<file path="src/rtl/tot_pkg.sv">
package tot_pkg;

    localparam int NCH  = 8;
    localparam int CH_W = $clog2(NCH);
    localparam int TS_W = 12;
    localparam int WD_W = 8;

    typedef struct packed {
        logic [CH_W-1:0] chan;
        logic            trail;
        logic [TS_W-1:0] stamp;
        logic [WD_W-1:0] width;
        logic            sat;
    } hit_rec_t;

    function automatic hit_rec_t make_lead(logic [CH_W-1:0] ch, logic [TS_W-1:0] ts);
        hit_rec_t r;
        r.chan  = ch;
        r.trail = 1'b0;
        r.stamp = ts;
        r.width = '0;
        r.sat   = 1'b0;
        return r;
    endfunction

    function automatic hit_rec_t make_trail(logic [CH_W-1:0] ch, logic [TS_W-1:0] ts,
                                            logic [WD_W-1:0] w, logic s);
        hit_rec_t r;
        r.chan  = ch;
        r.trail = 1'b1;
        r.stamp = ts;
        r.width = w;
        r.sat   = s;
        return r;
    endfunction

endpackage

</file>
<file path="src/rtl/tot_sync.sv">
module tot_sync #(
    parameter int W = 8
) (
    input  logic         clk,
    input  logic         rst,
    input  logic [W-1:0] din,
    output logic [W-1:0] dout
);
    logic [W-1:0] stage1_q;
    logic [W-1:0] stage2_q;

    for (genvar i = 0; i < W; i++) begin : g_bit
        always_ff @(posedge clk) begin
            if (rst) begin
                stage1_q[i] <= 1'b0;
                stage2_q[i] <= 1'b0;
            end else begin
                stage1_q[i] <= din[i];
                stage2_q[i] <= stage1_q[i];
            end
        end
    end

    assign dout = stage2_q;
endmodule

</file>
<file path="src/rtl/tot_scan_timer.sv">
module tot_scan_timer
    import tot_pkg::*;
#(
    parameter int NSLOT = NCH
) (
    input  logic            clk,
    input  logic            rst,
    output logic [CH_W-1:0] slot,
    output logic [TS_W-1:0] tick
);
    localparam logic [CH_W-1:0] LAST_SLOT = CH_W'(NSLOT - 1);

    logic [CH_W-1:0] slot_q;
    logic [TS_W-1:0] tick_q;

    always_ff @(posedge clk) begin
        if (rst) begin
            slot_q <= '0;
            tick_q <= '0;
        end else if (slot_q == LAST_SLOT) begin
            slot_q <= '0;
            tick_q <= tick_q + TS_W'(1);
        end else begin
            slot_q <= slot_q + CH_W'(1);
        end
    end

    assign slot = slot_q;
    assign tick = tick_q;
endmodule

</file>
<file path="src/rtl/tot_chan_engine.sv">
module tot_chan_engine
    import tot_pkg::*;
#(
    parameter int NSLOT   = NCH,
    parameter int SAT_LIM = 255
) (
    input  logic             clk,
    input  logic             rst,
    input  logic [NSLOT-1:0] lo_s,
    input  logic [NSLOT-1:0] hi_s,
    input  logic [CH_W-1:0]  slot,
    input  logic [TS_W-1:0]  tick,
    output logic             emit,
    output hit_rec_t         lead_rec,
    output hit_rec_t         trail_rec
);
    localparam logic [WD_W-1:0] SAT_W = WD_W'(SAT_LIM);

    logic [NSLOT-1:0] act_q;
    logic [NSLOT-1:0] prv_q;
    logic [NSLOT-1:0] hit_q;
    logic [WD_W-1:0]  cnt_q  [NSLOT];
    logic [TS_W-1:0]  lead_q [NSLOT];

    logic            cur_lo, cur_hi, cur_act, cur_hit;
    logic [WD_W-1:0] cur_cnt;
    logic            start_p, fall_p, sat_p;

    always_comb begin
        cur_lo   = lo_s[slot];
        cur_hi   = hi_s[slot];
        cur_act  = act_q[slot];
        cur_hit  = hit_q[slot];
        cur_cnt  = cnt_q[slot];
        start_p  = !cur_act && cur_lo && !prv_q[slot];
        fall_p   = cur_act && !cur_lo;
        sat_p    = cur_act && cur_lo && (cur_cnt == SAT_W);
        emit     = (fall_p && cur_hit) || (sat_p && (cur_hit || cur_hi));
        lead_rec  = make_lead(slot, lead_q[slot]);
        trail_rec = make_trail(slot, tick, cur_cnt, sat_p);
    end

    always_ff @(posedge clk) begin
        if (rst) begin
            act_q <= '0;
            prv_q <= '0;
            hit_q <= '0;
            for (int i = 0; i < NSLOT; i++) begin
                cnt_q[i]  <= '0;
                lead_q[i] <= '0;
            end
        end else begin
            prv_q[slot] <= cur_lo;
            if (start_p) begin
                act_q[slot]  <= 1'b1;
                hit_q[slot]  <= cur_hi;
                cnt_q[slot]  <= WD_W'(1);
                lead_q[slot] <= tick;
            end else if (fall_p || sat_p) begin
                act_q[slot] <= 1'b0;
            end else if (cur_act) begin
                cnt_q[slot] <= cur_cnt + WD_W'(1);
                hit_q[slot] <= cur_hit | cur_hi;
            end
        end
    end
endmodule

</file>
<file path="src/rtl/tot_pair_fifo.sv">
module tot_pair_fifo
    import tot_pkg::*;
#(
    parameter int DEPTH = 16
) (
    input  logic     clk,
    input  logic     rst,
    input  logic     wr_pair,
    input  hit_rec_t rec_a,
    input  hit_rec_t rec_b,
    input  logic     rd_en,
    output hit_rec_t head,
    output logic     valid,
    output logic     ovf
);
    localparam int AW = $clog2(DEPTH);
    localparam logic [AW:0] ROOM_MAX = (AW+1)'(DEPTH - 2);

    hit_rec_t      mem [DEPTH];
    logic [AW-1:0] wr_ptr, rd_ptr;
    logic [AW:0]   cnt_q;
    logic          ovf_q;
    logic          has_room, do_wr, do_rd;

    always_comb begin
        has_room = (cnt_q <= ROOM_MAX);
        do_wr    = wr_pair && has_room;
        do_rd    = rd_en && (cnt_q != '0);
    end

    always_ff @(posedge clk) begin
        if (do_wr) begin
            mem[wr_ptr]           <= rec_a;
            mem[wr_ptr + AW'(1)]  <= rec_b;
        end
    end

    always_ff @(posedge clk) begin
        if (rst) begin
            wr_ptr <= '0;
            rd_ptr <= '0;
            cnt_q  <= '0;
            ovf_q  <= 1'b0;
        end else begin
            if (do_wr) wr_ptr <= wr_ptr + AW'(2);
            if (do_rd) rd_ptr <= rd_ptr + AW'(1);
            cnt_q <= cnt_q + (do_wr ? (AW+1)'(2) : '0) - (do_rd ? (AW+1)'(1) : '0);
            if (wr_pair && !has_room) ovf_q <= 1'b1;
        end
    end

    assign head  = mem[rd_ptr];
    assign valid = (cnt_q != '0);
    assign ovf   = ovf_q;
endmodule

</file>
<file path="src/rtl/tot_hit_recorder.sv">
module tot_hit_recorder
    import tot_pkg::*;
#(
    parameter int DEPTH   = 16,
    parameter int SAT_LIM = 255
) (
    input  logic            clk,
    input  logic            rst,
    input  logic [NCH-1:0]  cmp_lo,
    input  logic [NCH-1:0]  cmp_hi,
    input  logic            rd_en,
    output logic            rec_valid,
    output logic [CH_W-1:0] rec_chan,
    output logic            rec_trail,
    output logic [TS_W-1:0] rec_time,
    output logic [WD_W-1:0] rec_width,
    output logic            rec_sat,
    output logic            overflow
);
    logic [NCH-1:0]  lo_s, hi_s;
    logic [CH_W-1:0] slot;
    logic [TS_W-1:0] tick;
    logic            emit;
    hit_rec_t        lead_rec, trail_rec, head;

    tot_sync #(.W(NCH)) u_sync_lo (.clk(clk), .rst(rst), .din(cmp_lo), .dout(lo_s));
    tot_sync #(.W(NCH)) u_sync_hi (.clk(clk), .rst(rst), .din(cmp_hi), .dout(hi_s));

    tot_scan_timer #(.NSLOT(NCH)) u_timer (
        .clk(clk), .rst(rst), .slot(slot), .tick(tick)
    );

    tot_chan_engine #(.NSLOT(NCH), .SAT_LIM(SAT_LIM)) u_engine (
        .clk(clk), .rst(rst), .lo_s(lo_s), .hi_s(hi_s), .slot(slot), .tick(tick),
        .emit(emit), .lead_rec(lead_rec), .trail_rec(trail_rec)
    );

    tot_pair_fifo #(.DEPTH(DEPTH)) u_fifo (
        .clk(clk), .rst(rst), .wr_pair(emit), .rec_a(lead_rec), .rec_b(trail_rec),
        .rd_en(rd_en), .head(head), .valid(rec_valid), .ovf(overflow)
    );

    assign rec_chan  = head.chan;
    assign rec_trail = head.trail;
    assign rec_time  = head.stamp;
    assign rec_width = head.width;
    assign rec_sat   = head.sat;
endmodule

</file>
<file path="config.mk">
export PLATFORM = sky130hd
export DESIGN_NAME = tot_hit_recorder
export DESIGN_NICKNAME = d
export VERILOG_FILES = /design/src/rtl/tot_pkg.sv /design/src/rtl/tot_sync.sv /design/src/rtl/tot_scan_timer.sv /design/src/rtl/tot_chan_engine.sv /design/src/rtl/tot_pair_fifo.sv /design/src/rtl/tot_hit_recorder.sv
export SDC_FILE = /design/constraint.sdc
export NUM_CORES = 1
export LEC_CHECK = 0
export CORE_MARGIN = 1
export CORE_UTILIZATION = 55
export CTS_CLUSTER_DIAMETER = 80
export DETAILED_ROUTE_END_ITERATION = 10
export HOLD_SLACK_MARGIN = 0.05
export PLACE_DENSITY = 0.8
export SLEW_MARGIN = 15
export SYNTH_ARGS = -nofsm -noshare
export SYNTH_HDL_FRONTEND = slang
export SYNTH_SLANG_ARGS = --single-unit
</file>
<file path="constraint.sdc">
create_clock -name clk -period 8.5 [get_ports clk]
set_input_delay 1.7 -clock clk [delete_from_list [all_inputs] [get_ports clk]]
set_output_delay 1.7 -clock clk [all_outputs]
set_load 0.02 [all_outputs]
</file>
* Yosys cells after proc, flatten, opt, wreduce, memory -nomap -nowiden *
Memory sizes are Yosys's and may differ from the RTL's. A register that Yosys moved wholly into a read port is not among the register bits.
Index checks and enable logic that the tools add are counted.

cells by class
  equal/unequal tests = 3
  muxes and demuxes = 45
  reduce and logical (&&, ||, !) cells = 25
  bitwise logic cells = 5
  add/subtract/negate cells = 8
  $lt $le $gt $ge = 3

operator list
  kind                                                                              number
  8-bit two-way mux                                                                 7
  8-bit bitwise mux                                                                 3
  1-bit two-way mux                                                                 21
  1-bit binary-select mux with 3-bit select                                         5
  12-bit by 1-bit adder with 12-bit output, second input constant                   1
  12-bit two-way mux                                                                1
  3-bit two-way mux                                                                 4
  12-bit OR reduction                                                               1
  1-bit logical AND                                                                 11
  4-bit by 1-bit adder with 4-bit output, second input constant                     2
  8-bit by 1-bit adder with 8-bit output, second input constant                     1
  8-bit bitwise AND                                                                 1
  8-bit equality test, second input constant                                        1
  4-bit two-way mux                                                                 2
  8-bit inverter                                                                    1
  8-bit bitwise OR                                                                  1
  8-bit OR reduction                                                                1
  5-bit adder                                                                       1
  5-bit by 4-bit less-or-equal comparator with 1-bit output, second input constant  1
  5-bit nonzero test                                                                1
  5-bit subtractor                                                                  1
  4-bit by 2-bit adder with 4-bit output, second input constant                     1
  1-bit zero test                                                                   4
  3-bit by 4-bit < comparator with 1-bit output, second input constant              1
  11 further kinds                                                                  15

storage, ports and cells
  memory bits (writable) = 560
  register bits = 85
  memories kept = 3
  logic and storage cells = 133

memory list
  name             depth  width  rd ports  clocked after memory_dff  write ports  line                   source
  u_fifo.mem       16     25     1         1                         2            tot_pair_fifo.sv:19    hit_rec_t mem [DEPTH];
  u_engine.lead_q  8      12     1         1                         8            tot_chan_engine.sv:23  logic [TS_W-1:0] lead_q [NSLOT];
  u_engine.cnt_q   8      8      1         1                         8            tot_chan_engine.sv:22  logic [WD_W-1:0] cnt_q [NSLOT];

* Depth between registers and ports, before layout *
  depth after elaboration = 12
  gate-level depth with buffers = 20

* Hierarchy *
A second synthesis with hierarchy kept.

unflattened totals
  cell total of the unflattened synthesis = 1,562
  area total of the unflattened synthesis = 26,160.1 um^2

modules (own cells, without submodules)
  module           area each (um^2)  cells each  times used  seq. area each (um^2)
  tot_pair_fifo    15,755.1          703         1           12,351.8
  tot_chan_engine  8,832.2           728         1           5,285.1
  tot_sync         464.2             33          2           320.3
  tot_scan_timer   644.4             65          1           300.3

* Worst setup path before layout *
Ideal clock, no wire load.

  path type = register to register
  start = register u_timer.slot_q[0], in the netlist u_timer.slot[0]
  end = memory u_fifo.mem[4][10] (netlist bit) (enable)
  setup slack = 1.791 ns
  library setup time = 0.520 ns
  data arrival time = 6.189 ns
  path buffers = 3
  data required time = 7.980 ns
  stages on the path, launching flop included = 11
  cell sequence = dfxtp_1 -> buf_2 -> buf_2 -> nor3b_1 -> a221o_1 -> ha_1 -> o221a_2 -> a21o_1 -> and2_1 -> clkbuf_1 -> nor4bb_1

RTL lines
  what                      line                  source
  start: declaration        tot_scan_timer.sv:13  logic [CH_W-1:0] slot_q;
  start signal: assignment  tot_scan_timer.sv:24  slot_q <= slot_q + CH_W'(1);
  end: declaration          tot_pair_fifo.sv:19

==> flow_summary.toml <==
[worst_setup_path]
critPathMaxFanout = 58
worstPathRequired_ns = 6.80
start_kind = "register"
cp-end-kind = "primary output"
arrival_ns = 3.43
crit_type = "register to primary output"

[die]
num_rows = 72
die-area_um2 = 40400
fp.dieH_um = 201
core_um2 = 38800
dieWidth_um = 201
start_util_pct = 56.0
ios = 46

[drt]
first_pass_iters = 5
vias = 12000
ant_nets = 0
dr_wl_met3_um = 3700
drt-total-wl_um = 46700
wl_per_cell_um = 24.3
routed.top_layer = "met4"
drc = 0
wl_met2_um = 23300
wl_met1_um = 18500
post_drt_via_cell_ratio = 6.24
drt_iter0_drc = 1276

[synth]
synth_area_leaders = "edfxtp_1 62%, mux4_2 10%, dfxtp_1 8.1%, and2_1 3.0%, a22oi_1 1.8%"
synth_seq_cells = 536
syn_area_um2 = 21800
synth_warnings = 0
synth_nets = 1369
seq_area_frac_synth_pct = 69.9
synth.avg_cell_area_um2 = 16.3
synth-edff-count = 448
ys_types = 63
yosys.area.top_type_share_pct = 61.8
syn_inst = 1335
yosysTopAreaCell = "edfxtp_1"
ys.flop_type = "edfxtp_1"
ys_async_sr_fraction_pct = 0

[power_and_ir_drop]
powerDensity_nw_per_um2 = 250
p_leak_nw = 7.99
ir_drop_mv = 0.163
power_mw = 6.11

[timing]
tightest_slew_ns = 1.07
fin_tns_setup_ns = 0
final_max_slew_viol_count = 0
slew_headroom_pct = 28.5
post-route-period-util_pct = 60.3
finalSetupViolCount = 0
rsz0062_at_grt = "no"
clock_skew_ns = 0.0141
fin_ws_ns = 3.37
period_needed_ns = 5.13
hold_viol_final = 0
fmax_mhz = 195

[cts]
cts_tree = "yes"
path_clk_slew_ns = 0.06
clock-root-buffer = "clkbuf_16"
clk_latency_ns = 0.59
clock-sinks = 536
cts_buffers = 51
cts_setup_buffers = 0
ctsResizeCount = 0
cts_hold_buf = 0
cts_buffer_depth = 3
cts_htree_levels = 2

[finish]
n_antenna_cell = 0
layout-drive-gt1-share_pct = 19.2
fin_util_pct = 62.9
area_delta_synth_final_pct = 12.2
nNetsFinal = 1395

[placed_design]
dp_slack_ns = 3.70
gp_congestion = 0.769
dp_hpwl_um = 26500
io_buffers = 45

[status]
outcome = "complete, no violations"

[global_routing]
antenna_found_initial = 0
grt_pass1_vias = 12200
overflow = 0
grt_pass1_wl_um = 71300
grt_max_degree = 73
grt_usage_pct = 23.5

[job]
maxCapViolCount = 0

[min_path]
hold_class = "register to register"
cell usage in the layout (no fill, tap or decap), types with 4 or more instances in the layout:
| master | count |
|---|---|
| nand2b_1 | 6 |
| a31o_2 | 11 |
| o32ai_2 | 8 |
| clkbuf_1 | 13 |
| or2_1 | 8 |
| edfxtp_1 | 448 |
| and2_1 | 103 |
| buf_4 | 25 |
| mux4_2 | 97 |
| inv_1 | 13 |
| clkinv_2 | 12 |
| nand4_1 | 20 |
| nor3_2 | 5 |
| nor2b_1 | 46 |
| a211oi_1 | 4 |
| inv_2 | 4 |
| mux2i_1 | 25 |
| a22oi_1 | 53 |
| a21oi_1 | 17 |
| mux2_2 | 8 |
| nor3b_2 | 5 |
| clkbuf_16 | 52 |
| clkdlybuf4s50_1 | 44 |
| ha_1 | 14 |
| and3b_1 | 5 |
| dfxtp_1 | 83 |
| nand3_1 | 19 |
| xnor2_1 | 6 |
| nand2_1 | 41 |
| nor3_1 | 33 |
| clkbuf_8 | 4 |
| nor2_1 | 74 |
| clkinv_1 | 4 |
| o21ai_2 | 7 |
| bufinv_16 | 4 |
| and3_1 | 6 |
| xor2_1 | 13 |
cells in the mapped netlist, types with 4 or more instances:
library cell and instances:
a211oi_1 4, a21oi_1 17, a22oi_1 53, a31o_2 11, and2_1 103, and3_1 7
and3b_1 6, buf_1 16, buf_2 7, clkbuf_1 68, dfxtp_1 88, edfxtp_1 448
ha_1 14, inv_1 13, inv_2 4, mux2_2 8, mux2i_1 25, mux4_2 97
nand2_1 41, nand2b_1 6, nand3_1 19, nand4_1 20, nor2_1 75, nor2b_1 46
nor3_1 36, nor3b_1 8, o21ai_0 11, o32ai_2 8, or2_1 8, xnor2_1 6
xor2_1 13
routing by layer:
metal  global-route usage [%]  vias up
met4                     7.14        0
li1                         -     5190
met5                        0        -
met3                     4.58       92
met1                     31.5     6132
met2                     39.3      552
final timing paths:
check	startpoint	to	slack, ns	cells past startpoint
min	u_sync_hi.stage1_q[6]$_SDFF_PP0_	u_sync_hi.dout[6]$_SDFF_PP0_	0.44	1
min reg2reg	u_sync_hi.stage1_q[6]$_SDFF_PP0_	u_sync_hi.dout[6]$_SDFF_PP0_	0.44	1
max	rec_trail$_SDFF_PP0_	rec_time[2]	3.37	4
max reg2reg	u_timer.slot[0]$_SDFF_PP0_	u_fifo.cnt_q[3]$_SDFF_PP0_	3.71	16
metrics by stage:
stage	hold WS, ns	cell area, µm²	std cells
after global placement	0.422	22700	1824
final	0.437	24400	1919
after global routing	0.457	24400	1919
after CTS	0.441	24400	1918
after floorplan	0.414	21800	1335
after detailed placement	0.422	22700	1825
power breakdown:
group | switching (mW) | internal [mW]
combinational | 0.473 | 0.408
clock | 0.965 | 1.29
sequential | 0.0410 | 2.93
total | 1.48 | 4.63
critical path: stages, from the launching register on:
cell             delay (ns)
dfxtp_4                0.34
buf_4                  0.78
mux4_2                 0.63
mux4_2                 0.50
clkdlybuf4s50_1        0.55
cells by family (layout without fill, tap and decap cells):
family / after synthesis / count (layout) / synth area share (%)
compound gates: 129 / 129 / 4.66
xor+xnor: 19 / 19 / 0.765
fa+ha+maj: 15 / 15 / 0.897
buf+inv: 115 / 181 / 2.18
flops: 536 / 536 / 69.9
mux: 132 / 132 / 11.8
simple gates: 389 / 389 / 9.80
cell type report:
class / count / area [µm²]
flip-flops and latches: 536 / 15200
inverters: 18 / 67.6
clock inverters: 24 / 243
repair buffers: 70 / 656
fillers: 2637 / 14400
multi-input cells: 684 / 6170
clock buffers: 69 / 1410
well taps: 518 / 648
flip-flops by register name, indices dropped and copies added, names as in the netlist, named ones only:
register / count
u_engine.cnt_q: 64
u_sync_hi.stage1_q: 8
u_engine.prv_q: 8
u_fifo.ovf: 1
u_engine.lead_q: 96
u_fifo.mem: 288
rec_trail: 1
u_sync_hi.dout: 8
u_engine.hit_q: 8
u_sync_lo.stage1_q: 8
u_timer.tick: 12
u_fifo.rd_ptr: 4
u_timer.slot: 3
u_fifo.wr_ptr: 3
u_fifo.cnt_q: 5
u_sync_lo.dout: 8
Power figures use the tool's default switching activity.
